<file path="src/rtl/ssio_pkg.sv">
package ssio_pkg;
  typedef enum logic {
    CLK_INTERNAL = 1'b0,
    CLK_EXTERNAL = 1'b1
  } clk_src_e;

  localparam int CHAR_BITS = 8;
endpackage

</file>
<file path="src/rtl/ssio_clkgen.sv">
module ssio_clkgen #(
  parameter int DIV_W = 8
) (
  input  logic                clk,
  input  logic                rst_n,
  input  ssio_pkg::clk_src_e  src,
  input  logic [DIV_W-1:0]    divisor,
  input  logic                run,
  input  logic                sck_in,
  output logic                sck_out,
  output logic                sck_oe,
  output logic                fall_stb,
  output logic                rise_stb
);
  localparam int CNT_W = DIV_W + 1;

  logic [CNT_W-1:0] hcnt;
  logic [CNT_W-1:0] limit;
  logic             sck_q, fall_q, rise_q;
  logic [2:0]       sync_q;
  logic             ext_fall, ext_rise;

  assign limit = {1'b0, divisor} + CNT_W'(1);

  always_ff @(posedge clk) begin
    if (!rst_n) begin
      hcnt   <= '1;
      sck_q  <= 1'b1;
      fall_q <= 1'b0;
      rise_q <= 1'b0;
    end else begin
      fall_q <= 1'b0;
      rise_q <= 1'b0;
      if (src == ssio_pkg::CLK_EXTERNAL) begin
        sck_q <= 1'b1;
        hcnt  <= '1;
      end else if (!sck_q) begin
        if (hcnt >= limit) begin
          sck_q  <= 1'b1;
          rise_q <= 1'b1;
          hcnt   <= '0;
        end else begin
          hcnt <= hcnt + CNT_W'(1);
        end
      end else if (hcnt >= limit) begin
        if (run) begin
          sck_q  <= 1'b0;
          fall_q <= 1'b1;
          hcnt   <= '0;
        end
      end else begin
        hcnt <= hcnt + CNT_W'(1);
      end
    end
  end

  always_ff @(posedge clk) begin
    if (!rst_n) sync_q <= 3'b111;
    else        sync_q <= {sync_q[1:0], sck_in};
  end

  assign ext_fall = sync_q[2] & ~sync_q[1];
  assign ext_rise = ~sync_q[2] & sync_q[1];

  assign fall_stb = (src == ssio_pkg::CLK_EXTERNAL) ? ext_fall : fall_q;
  assign rise_stb = (src == ssio_pkg::CLK_EXTERNAL) ? ext_rise : rise_q;
  assign sck_out  = sck_q;
  assign sck_oe   = (src == ssio_pkg::CLK_INTERNAL);
endmodule

</file>
<file path="src/rtl/ssio_tx.sv">
module ssio_tx #(
  parameter int W = 8
) (
  input  logic         clk,
  input  logic         rst_n,
  input  logic         en,
  input  logic         wr_valid,
  input  logic [W-1:0] wr_data,
  input  logic         fall_stb,
  input  logic         rise_stb,
  output logic         empty,
  output logic         active,
  output logic         sd_out
);
  localparam int CW = $clog2(W + 1);

  logic [W-1:0]  hold, shreg;
  logic          hold_full, busy, sd_q;
  logic [CW-1:0] cnt;

  always_ff @(posedge clk) begin
    if (!rst_n) begin
      hold      <= '0;
      shreg     <= '0;
      hold_full <= 1'b0;
      busy      <= 1'b0;
      cnt       <= '0;
      sd_q      <= 1'b1;
    end else if (!en) begin
      hold_full <= 1'b0;
      busy      <= 1'b0;
      cnt       <= '0;
    end else begin
      if (busy) begin
        if (fall_stb && cnt != CW'(W)) begin
          sd_q  <= shreg[0];
          shreg <= shreg >> 1;
          cnt   <= cnt + CW'(1);
        end else if (rise_stb && cnt == CW'(W)) begin
          if (hold_full) begin
            shreg     <= hold;
            hold_full <= 1'b0;
            cnt       <= '0;
          end else begin
            busy <= 1'b0;
          end
        end
      end else if (hold_full) begin
        shreg     <= hold;
        hold_full <= 1'b0;
        busy      <= 1'b1;
        cnt       <= '0;
      end
      if (wr_valid && !hold_full) begin
        hold      <= wr_data;
        hold_full <= 1'b1;
      end
    end
  end

  assign empty  = ~hold_full;
  assign active = busy | hold_full;
  assign sd_out = sd_q;
endmodule

</file>
<file path="src/rtl/ssio_rx.sv">
module ssio_rx #(
  parameter int W = 8
) (
  input  logic         clk,
  input  logic         rst_n,
  input  logic         en,
  input  logic         rise_stb,
  input  logic         sd_in,
  input  logic         rd,
  input  logic         ovr_clr,
  output logic         full,
  output logic         ovr,
  output logic [W-1:0] data
);
  localparam int CW = $clog2(W);

  logic [W-1:0]  shreg;
  logic [W-1:0]  next_sh;
  logic [CW-1:0] cnt;

  assign next_sh = {sd_in, shreg[W-1:1]};

  always_ff @(posedge clk) begin
    if (!rst_n) begin
      shreg <= '0;
      data  <= '0;
      cnt   <= '0;
      full  <= 1'b0;
      ovr   <= 1'b0;
    end else begin
      if (rd)      full <= 1'b0;
      if (ovr_clr) ovr  <= 1'b0;
      if (!en) begin
        cnt <= '0;
      end else if (rise_stb && !ovr) begin
        shreg <= next_sh;
        if (cnt == CW'(W - 1)) begin
          cnt <= '0;
          if (full && !rd) begin
            ovr <= 1'b1;
          end else begin
            data <= next_sh;
            full <= 1'b1;
          end
        end else begin
          cnt <= cnt + CW'(1);
        end
      end
    end
  end
endmodule

</file>
<file path="src/rtl/ssio_xcvr.sv">
module ssio_xcvr #(
  parameter int DATA_W = ssio_pkg::CHAR_BITS,
  parameter int DIV_W  = 8
) (
  input  logic              clk,
  input  logic              rst_n,
  input  logic              clk_ext_sel,
  input  logic [DIV_W-1:0]  divisor,
  input  logic              tx_en,
  input  logic              rx_en,
  input  logic [DATA_W-1:0] tx_data,
  input  logic              tx_valid,
  output logic              tx_ready,
  output logic              tx_empty,
  output logic [DATA_W-1:0] rx_data,
  output logic              rx_valid,
  input  logic              rx_ready,
  output logic              overrun,
  input  logic              overrun_clr,
  input  logic              sck_in,
  output logic              sck_out,
  output logic              sck_oe,
  input  logic              sd_in,
  output logic              sd_out
);
  ssio_pkg::clk_src_e src;
  logic fall_stb, rise_stb, tx_active, gen_run, rd_fire;

  assign src      = ssio_pkg::clk_src_e'(clk_ext_sel);
  assign tx_ready = tx_en & tx_empty;
  assign rd_fire  = rx_valid & rx_ready;
  assign gen_run  = tx_active | (rx_en & ~overrun);

  ssio_clkgen #(.DIV_W(DIV_W)) u_clk (
    .clk      (clk),
    .rst_n    (rst_n),
    .src      (src),
    .divisor  (divisor),
    .run      (gen_run),
    .sck_in   (sck_in),
    .sck_out  (sck_out),
    .sck_oe   (sck_oe),
    .fall_stb (fall_stb),
    .rise_stb (rise_stb)
  );

  ssio_tx #(.W(DATA_W)) u_tx (
    .clk      (clk),
    .rst_n    (rst_n),
    .en       (tx_en),
    .wr_valid (tx_valid & tx_ready),
    .wr_data  (tx_data),
    .fall_stb (fall_stb),
    .rise_stb (rise_stb),
    .empty    (tx_empty),
    .active   (tx_active),
    .sd_out   (sd_out)
  );

  ssio_rx #(.W(DATA_W)) u_rx (
    .clk      (clk),
    .rst_n    (rst_n),
    .en       (rx_en),
    .rise_stb (rise_stb),
    .sd_in    (sd_in),
    .rd       (rd_fire),
    .ovr_clr  (overrun_clr),
    .full     (rx_valid),
    .ovr      (overrun),
    .data     (rx_data)
  );
endmodule

</file>
<file path="config.mk">
export PLATFORM = sky130hd
export DESIGN_NAME = ssio_xcvr
export DESIGN_NICKNAME = d
export VERILOG_FILES = /design/src/rtl/ssio_pkg.sv /design/src/rtl/ssio_clkgen.sv /design/src/rtl/ssio_tx.sv /design/src/rtl/ssio_rx.sv /design/src/rtl/ssio_xcvr.sv
export SDC_FILE = /design/constraint.sdc
export NUM_CORES = 1
export LEC_CHECK = 0
export BUFFER_PORTS_ARGS = -buffer_cell sky130_fd_sc_hd__buf_2
export CORE_UTILIZATION = 50
export CTS_BUF_LIST = sky130_fd_sc_hd__clkbuf_4 sky130_fd_sc_hd__clkbuf_8
export DETAILED_ROUTE_END_ITERATION = 10
export MAX_ROUTING_LAYER = met4
export PLACE_DENSITY = 0.71
export RECOVER_POWER = 100
export SLEW_MARGIN = 15
export SYNTH_ARGS = -nofsm -noshare
export SYNTH_HDL_FRONTEND = slang
export SYNTH_SLANG_ARGS = --single-unit
</file>
<file path="constraint.sdc">
create_clock -name clk -period 7.6 [get_ports clk]
set_clock_uncertainty 0.1 [all_clocks]
set_input_delay 1.52 -clock clk [delete_from_list [all_inputs] [get_ports clk]]
set_output_delay 1.52 -clock clk [all_outputs]
set_load 0.1 [all_outputs]
</file>
==> metrics.yaml <==
status: "complete, but fails checks"
violations: "max-capacitance violations, max-slew violations"
synth_fp_nets: 354
fp-row-count: 27
die_area_um2: 5975
via_per_inst: 5.428
vias: 2334
yosysTopAreaCellShare_pct: 40.95
cp.arrival_ns: 3.12
routed_wl_um: 5378
grt_pass1_wl_um: 9535
min_period_ns: 4.738
root_buffer: "clkbuf_8"
rsz0062_at_grt: "no"
io_buffers: 40
ys.flop_type: "dfxtp_1"
fmax_mhz: 211.1
yosysSeqAreaShare_pct: 40.95
grt_max_degree: 27
post-place-ws_ns: 3.259
ys_ff_latch: 58
htreeDepth: 3
regArea_um2: 1161
layout_commonest_cell: "dfxtp_1"
yosysTopAreaCell: "dfxtp_1"
insertion_delay_ns: 0.33
cts_buffers: 9
cts_tree: "done"
ioPinCount: 41
area_growth_pct: 15.09
ys_top_cells_by_area: "dfxtp_1 (41%), mux2i_1 (8.5%), ha_1 (6.6%), nor2_1 (4.9%), nand3_1 (3.5%)"
final_area_um2: 3263
layout_setup_ws_ns: 2.862
drt_iter0_drc: 84
drv_slew: 20
power_leakage_nw: 1.472
antenna_found_initial: 0
cts_setup_buffers: 0
clkSinkCount: 58
final_cell_mix: "dfxtp_1 (58), nor2_1 (37), nand2_1 (26)"
track_usage_pct: 20.82
post_cts_resized: 0
critPathMaxFanout: 10
cts_buffer_depth: 2
critPathRequiredTime_ns: 5.98
syn_inst: 313
min_period_over_period_pct: 62.34
yosys_warnings: 0
hold_violations: 0
die_x_um: 77.30
synth-edff-count: 0
wire_per_inst_um: 12.51
dp.cells: 414
power_density_nw_per_um2: 234.3
drtPass1Iterations: 4
max-slew-margin-rel_pct: -14.74
yosysUniqueCellTypes: 48
syn-mean-instance-area_um2: 9.058
async_flop_share_pct: 0
drive_gt1_share_pct: 12.85
drv_cap: 2
drc: 0
cts_hold_buf: 0
n_antenna_cell: 0
dpl_cell_area_um2: 3070
tns_ns: 0
vdd_drop_max_mv: 0.1888
start_util_pct: 51.81
grt_pass1_vias: 2115
core_area_um2: 5473
worst_pin_slew_ns: 1.714
hp-class: "flop to flop"
die_h_um: 77.30
setup_viol: 0
multi_input_area_um2: 1540
cts.clk_slew.worst_paths_ns: 0.07
layout.nets: 394
synth_area_um2: 2835
start_kind: "primary input"
num-fill-cells: 501
layoutNonFillerInstCount: 430
place.gp.congestion: 0.7522
grt_overflow_total: 0
crit_path_end_kind: "primary output"
dp_hpwl_um: 3780
ant_nets: 0
crit_type: "primary input to primary output"
final timing paths:
kind	from	endpoint	slack, ns	depth (start not counted)
worst max-delay path	tx_en	tx_ready	2.86	3
worst min-delay path	u_clk.sync_q[0]	u_clk.sync_q[1]	0.32	1
worst min register to register	u_clk.sync_q[0]	u_clk.sync_q[1]	0.32	1
worst max register to register	u_clk.sync_q[2]	u_rx.data[2]	4.57	5
sequential cells by signal (all words and copies together) (netlist names):
| register | cells |
|---|---|
| u_rx.cnt | 3 |
| u_tx.hold_full | 1 |
| u_rx.full | 1 |
| u_rx.ovr | 1 |
| u_rx.shreg | 7 |
| u_tx.hold | 8 |
| u_clk.sync_q | 3 |
| u_rx.data | 8 |
| u_tx.sd_out | 1 |
| u_clk.sck_out | 1 |
| u_tx.shreg | 8 |
| u_tx.busy | 1 |
| u_clk.rise_q | 1 |
| u_clk.fall_q | 1 |
| u_tx.cnt | 4 |
| u_clk.hcnt | 9 |
routing by layer:
metal,track usage [%],up-vias,routed length [µm]
met5,-,-,0
met4,8.491,0,40
met3,6.071,6,243
met2,30.53,42,2366
met1,26.70,1087,2727
li1,-,1199,-
cells by family after synthesis:
family          after synthesis  synth area share [%]
compound gates               61                 16.11
xor+xnor                      6                 1.853
fa+ha+maj                    15                 6.620
mux                          24                 8.473
simple gates                128                 22.73
buf+inv                      21                 3.266
flops                        58                 40.95
stage by stage:
stage	utilization, %	power [W]	hold slack [ns]
global route	59.63	0.0007962	0.3560
floorplan	-	0.0003927	0.2863
CTS	60.79	0.0007740	0.3332
detailed placement	56.10	0.0004142	0.3073
finish	59.63	0.0007645	0.3223
global placement	56.10	0.0004119	0.2982
synthesized netlist by cell type (all sizes together) (2+ instances only):
library cell / count
buf: 6
dfxtp: 58
or3: 3
nand3: 21
xor2: 4
mux2i: 24
and2: 2
clkbuf: 5
nand3b: 2
clkinv: 2
a211o: 9
o21ai: 12
a21oi: 18
nor2: 37
nand2: 27
nor2b: 5
ha: 15
inv: 8
o21a: 2
o211ai: 2
nor3: 12
and3: 6
o211a: 8
a31oi: 2
nand2b: 6
nor3b: 3
xnor2: 2
power by group:
group          internal, W  switching (W)  leakage (nW)   total, W
sequential        0.000314     0.00000876         0.472   0.000322
clock             0.000239       0.000120         0.126   0.000359
combinational    0.0000327      0.0000502         0.874  0.0000830
total             0.000586       0.000179          1.47   0.000765
critical path, stage by stage:
cell      delay [ns]
buf_2           0.14
nor2b_1         0.54
clkbuf_1        0.92
cell type report:
| class | instances | share of cell area (%) |
|---|---|---|
| multi-input cells | 234 | 47.20 |
| flip-flops and latches | 58 | 35.58 |
| repair buffers | 40 | 5.445 |
| clock buffers | 12 | 4.870 |
| clock inverters | 4 | 2.991 |
| well taps | 72 | 2.761 |
| inverters | 10 | 1.150 |
(Power assumes the default switching activity.)
